===== src/rtl/cmpb_pkg.sv =====
`timescale 1ns/1ps
package cmpb_pkg;
    localparam int unsigned CW = 16;

    typedef enum logic [1:0] {
        MD_OFF  = 2'b00,
        MD_IRQ  = 2'b01,
        MD_PWM  = 2'b10,
        MD_RSVD = 2'b11
    } mode_e;

    typedef enum logic [1:0] {
        ST_OFF   = 2'b00,
        ST_ARMED = 2'b01,
        ST_HIT   = 2'b10
    } state_e;

    function automatic logic mode_active(input logic [1:0] m);
        return (m == MD_IRQ) || (m == MD_PWM);
    endfunction
endpackage


===== src/rtl/cmpb_reg.sv =====
`timescale 1ns/1ps
module cmpb_reg #(
    parameter int unsigned W = 16
) (
    input  logic         clk,
    input  logic         rst_n,
    input  logic         wr_en_i,
    input  logic [W-1:0] wr_data_i,
    input  logic [W-1:0] tmr_i,
    output logic [W-1:0] cmp_o,
    output logic         eq_o
);
    logic [W-1:0] cmp_q;

    always_ff @(posedge clk or negedge rst_n) begin
        if (!rst_n)       cmp_q <= '0;
        else if (wr_en_i) cmp_q <= wr_data_i;
    end

    assign cmp_o = cmp_q;
    assign eq_o  = (tmr_i == cmp_q);


    wr_load_chk: assert property (@(posedge clk) disable iff (!rst_n)
        wr_en_i |=> (cmp_q == $past(wr_data_i)));
endmodule


===== src/rtl/cmpb_fsm.sv =====
`timescale 1ns/1ps
module cmpb_fsm
    import cmpb_pkg::*;
(
    input  logic       clk,
    input  logic       rst_n,
    input  logic       eq_i,
    input  logic       ovf_i,
    input  logic [1:0] mode_i,
    output logic [1:0] mode_q_o,
    output logic       chg_o,
    output logic       accept_o
);
    state_e     state_q, state_d;
    logic [1:0] mode_q;
    logic       chg;
    logic       accept;

    assign chg    = (mode_i != mode_q);
    assign accept = (state_q == ST_ARMED) && !chg && eq_i;

    always_comb begin
        state_d = state_q;
        if (chg) begin
            state_d = mode_active(mode_i) ? ST_ARMED : ST_OFF;
        end else begin
            unique case (state_q)
                ST_OFF:   state_d = ST_OFF;
                ST_ARMED: state_d = (accept && !ovf_i) ? ST_HIT : ST_ARMED;
                ST_HIT:   state_d = ovf_i ? ST_ARMED : ST_HIT;
                default:  state_d = ST_OFF;
            endcase
        end
    end

    always_ff @(posedge clk or negedge rst_n) begin
        if (!rst_n) begin
            state_q <= ST_OFF;
            mode_q  <= MD_OFF;
        end else begin
            state_q <= state_d;
            mode_q  <= mode_i;
        end
    end

    assign mode_q_o = mode_q;
    assign chg_o    = chg;
    assign accept_o = accept;


    blk_hold_chk: assert property (@(posedge clk) disable iff (!rst_n)
        (accept && !ovf_i) |=> !accept);

    ovf_rearm_chk: assert property (@(posedge clk) disable iff (!rst_n)
        (ovf_i && !chg && mode_active(mode_q)) |=> (state_q == ST_ARMED));

    off_idle_chk: assert property (@(posedge clk) disable iff (!rst_n)
        !mode_active(mode_q) |-> !accept);
endmodule


===== src/rtl/cmpb_drv.sv =====
`timescale 1ns/1ps
module cmpb_drv
    import cmpb_pkg::*;
(
    input  logic       clk,
    input  logic       rst_n,
    input  logic       accept_i,
    input  logic       ovf_i,
    input  logic       chg_i,
    input  logic [1:0] mode_q_i,
    output logic       irq_o,
    output logic       out_o
);
    logic irq_q, out_q, out_d;

    always_comb begin
        out_d = 1'b0;
        if (!chg_i && mode_q_i == MD_PWM) begin
            if (accept_i)   out_d = 1'b1;
            else if (ovf_i) out_d = 1'b0;
            else            out_d = out_q;
        end
    end

    always_ff @(posedge clk or negedge rst_n) begin
        if (!rst_n) begin
            irq_q <= 1'b0;
            out_q <= 1'b0;
        end else begin
            irq_q <= accept_i;
            out_q <= out_d;
        end
    end

    assign irq_o = irq_q;
    assign out_o = out_q;


    pwm_set_chk: assert property (@(posedge clk) disable iff (!rst_n)
        (accept_i && mode_q_i == MD_PWM) |=> out_q);

    irq_only_low_chk: assert property (@(posedge clk) disable iff (!rst_n)
        (mode_q_i != MD_PWM) |-> !out_q);

    chg_clear_chk: assert property (@(posedge clk) disable iff (!rst_n)
        chg_i |=> (!out_q && !irq_q));
endmodule


===== src/rtl/cmpb_channel.sv =====
`timescale 1ns/1ps
module cmpb_channel
    import cmpb_pkg::*;
#(
    parameter int unsigned W = CW
) (
    input  logic         clk,
    input  logic         rst_n,
    input  logic [W-1:0] tmr_i,
    input  logic         tmr_ovf_i,
    input  logic         wr_en_i,
    input  logic [W-1:0] wr_data_i,
    input  logic [1:0]   mode_i,
    output logic         irq_o,
    output logic         out_o
);
    logic [W-1:0] cmp_val;
    logic         eq;
    logic [1:0]   mode_q;
    logic         chg;
    logic         accept;

    cmpb_reg #(.W(W)) u_reg (
        .clk       (clk),
        .rst_n     (rst_n),
        .wr_en_i   (wr_en_i),
        .wr_data_i (wr_data_i),
        .tmr_i     (tmr_i),
        .cmp_o     (cmp_val),
        .eq_o      (eq)
    );

    cmpb_fsm u_fsm (
        .clk      (clk),
        .rst_n    (rst_n),
        .eq_i     (eq),
        .ovf_i    (tmr_ovf_i),
        .mode_i   (mode_i),
        .mode_q_o (mode_q),
        .chg_o    (chg),
        .accept_o (accept)
    );

    cmpb_drv u_drv (
        .clk      (clk),
        .rst_n    (rst_n),
        .accept_i (accept),
        .ovf_i    (tmr_ovf_i),
        .chg_i    (chg),
        .mode_q_i (mode_q),
        .irq_o    (irq_o),
        .out_o    (out_o)
    );


    irq_src_chk: assert property (@(posedge clk) disable iff (!rst_n)
        irq_o |-> mode_active($past(mode_i)));

    irq_eq_chk: assert property (@(posedge clk) disable iff (!rst_n)
        irq_o |-> ($past(tmr_i) == $past(cmp_val)));
endmodule


===== config.mk =====
export PLATFORM = sky130hd
export DESIGN_NAME = cmpb_channel
export DESIGN_NICKNAME = d
export VERILOG_FILES = /design/src/rtl/cmpb_pkg.sv /design/src/rtl/cmpb_reg.sv /design/src/rtl/cmpb_fsm.sv /design/src/rtl/cmpb_drv.sv /design/src/rtl/cmpb_channel.sv
export SDC_FILE = /design/constraint.sdc
export NUM_CORES = 1
export LEC_CHECK = 0
export ABC_CLOCK_PERIOD_IN_PS = 2400
export BUFFER_PORTS_ARGS = -buffer_cell sky130_fd_sc_hd__buf_2
export CAP_MARGIN = 20
export CORE_ASPECT_RATIO = 1.1
export CORE_UTILIZATION = 45
export CTS_CLUSTER_SIZE = 25
export DETAILED_ROUTE_END_ITERATION = 7
export GPL_TIMING_DRIVEN = 0
export HOLD_SLACK_MARGIN = 0.02
export PLACE_DENSITY_LB_ADDON = 0.12
export SLEW_MARGIN = 10
export SYNTH_ARGS = -nofsm -noshare
export SYNTH_HDL_FRONTEND = slang
export SYNTH_SLANG_ARGS = --single-unit

===== constraint.sdc =====
create_clock -name clk -period 2.4 [get_ports clk]
set_input_delay 0.12 -clock clk [delete_from_list [all_inputs] [get_ports clk]]
set_output_delay 0.12 -clock clk [all_outputs]
set_load 0.01 [all_outputs]

==> flow_summary.ini <==
[logic_synthesis]
synth_most_common_cell = dfrtp_1
synth_edf_count = 0
avgSynthCellArea_sq_um = 11.7
synth_common_cells = dfrtp_1, mux2_2, xor2_1
ys_types = 28
synth_top_area_share_pct = 47.2
synth_area_sq_um = 1170
ys_seq_elements = 22
synth_warnings = 0
synth_cells = 100
async_flop_share_pct = 100
synth_top_area_cell = dfrtp_1
synthTopCellsByArea = dfrtp_1, mux2_2, xor2_1, xnor2_1, inv_1
synth_ff_type = dfrtp_1
seq_area_frac_synth_pct = 47.2
synth_fp_nets = 140

[cts]
cts_buffers = 3
cts_root_buf = clkbuf_4
htree_num_levels = 1
clock_latency_ns = 0.30
cts_tree = built
cts_buffer_depth = 2
clock-sinks = 22
clk_pin_slew_ns = 0.12

[setup_path]
crit_path_end_kind = register
crit_required_ns = 2.65
cp_data_arrival_time_ns = 2.50
critical_path_class = reg -> reg
crit_fanout = 3
worst_setup_path_start_kind = register

[sta]
worstMarginPinSlew_ns = 0.487
hold_viol_final = 0
timing.hold.ws_ns = 0.0276
fin_crit_sh_pct = 93.8
fin_ws_ns = 0.150
rsz0062_at_grt = false
setup_viol = 0
slew_violations = 0
finClkSkew_ns = 0.00270
max_slew_margin_pct = 67.5
fin_crit_ns = 2.25
setup-tns-final_ns = 0
fmax_ghz = 0.444

[route]
wl_microns = 2130
drc_errors = 0
viasPerCell = 5.05
drt-initial-drc-count = 9
ant_nets = 0
dr.pass1.iters = 4
vias = 888
wl_per_cell_microns = 12.1

[power]
ir_drop_uv = 389
p_leak_nw = 0.703
power_density_nw_per_um2 = 529

[global_route]
grt_pass1_wl_microns = 3680
grt_busiest_layer = met2
use_met1_pct = 20.8
grtUsageTotal_pct = 17.1
overflow = 0
grt_max_degree = 23
grt_use_met2_pct = 29.7
antenna_found_initial = 0
use_met3_pct = 3.31
grt_pass1_vias = 920

[floorplanning]
ios = 40
die_area_sq_um = 2800
design.core.area_sq_um = 2340
fp-row-count = 18
die_height_microns = 55.4
initial_utilization_pct = 49.8
die_w_microns = 50.5

[finish]
nets = 187
final_area_sq_um = 1470
n_antenna_cell = 0
stdcell_count = 176
drive_gt1_share_pct = 42.5
area_growth_pct = 26.1

[place]
placed_area_sq_um = 1390
io_buffers = 38
dp_cells = 168
place_congestion = 0.764
dp_hpwl_microns = 1710
dp_slack_ns = 0.157

[worst_hold_path]
worst_hold_path_type = in -> reg

[status]
status = finished clean

[flow_run]
max-cap-violations = 0
placed cells by master (no fill, tap or decap), types with 3 or more instances in the layout:
| cell | Yosys | layout |
|---|---|---|
| xor2_1 | 11 | 11 |
| nor2_1 | 3 | 3 |
| xnor2_1 | 4 | 4 |
| nor4_1 | 4 | 4 |
| mux2_2 | 14 | 14 |
| clkbuf_4 | 0 | 3 |
| dlygate4sd3_1 | 0 | 4 |
| nand2_1 | 4 | 4 |
| buf_2 | 0 | 38 |
| nand2b_1 | 3 | 3 |
| dfrtp_1 | 22 | 22 |
| inv_1 | 7 | 7 |
cells by family after synthesis:
kind of cell / synth area share [%]
AOI/OAI and AO/OA: 8.05
xor gates and xnor gates: 11.3
adders and majority gates: 2.15
buffers and inverters: 2.90
DFF: 47.2
muxes: 13.5
and+or+nand+nor: 14.9
report_power, final:
group,internal (W),switching [W],total (W)
Sequential,0.000401,0.0000195,0.000420
Combinational,0.0000862,0.0000719,0.000158
Clock,0.0000926,0.000106,0.000199
Total,0.000579,0.000198,0.000777
layer usage:
layer  vias to the layer above  wire length, microns
li1                        441                     -
met1                       419                   904
met2                        24                  1110
met3                         4                    89
met4                         0                    23
met5                         -                     0
critical path: stages, from the launching register on:
cell,delay [ns]
dfrtp_1,0.40
xor2_1,0.18
or4_1,0.52
or4b_4,0.54
nor4b_4,0.33
o2111a_1,0.23
through the flow:
stage | util (%) | power, W
4_1_cts | 62.8 | 0.000788
6_report | 62.8 | 0.000777
2_1_floorplan | - | 0.000520
3_3_place_gp | 59.5 | 0.000578
3_5_place_dp | 59.5 | 0.000584
5_1_grt | 62.8 | 0.000825
registers in the layout, summed over array words and instances (netlist names):
register        cells
u_fsm.mode_q_o      2
u_fsm.state_q       2
u_drv.irq_o         1
u_drv.out_o         1
u_reg.cmp_o        16
final cells by class:
type	count	area, sq um
repair buffers	42	230
clock buffers	4	36.3
plain buffers	2	7.51
flip-flops and latches	22	551
well taps	30	37.5
inverters	7	26.3
fillers	210	872
multi-input cells	69	582
final timing paths:
path | end | startpoint | slack (ns) | cells after the start
worst max-delay path | u_drv.out_o | u_reg.cmp_o[8] | 0.15 | 5
worst min-delay path | u_reg.cmp_o[2] | wr_data_i[2] | 0.03 | 3
worst max register to register | u_drv.out_o | u_reg.cmp_o[8] | 0.15 | 5
worst min register to register | u_reg.cmp_o[12] | u_reg.cmp_o[12] | 0.54 | 1
max in group asynchronous | u_reg.cmp_o[0] | rst_n | 1.78 | 2
min in group asynchronous | u_reg.cmp_o[11] | rst_n | 0.30 | 2
what timing repair did:
| item | CTS | global route |
|---|---|---|
| endpoints found under the setup margin | 0 | 0 |
| endpoints found under the hold margin | 25 | 0 |
| gates resized for setup | 0 | 0 |
| setup buffers | 0 | 0 |
| hold buffers | 4 | 0 |
(Power assumes the default switching activity.)
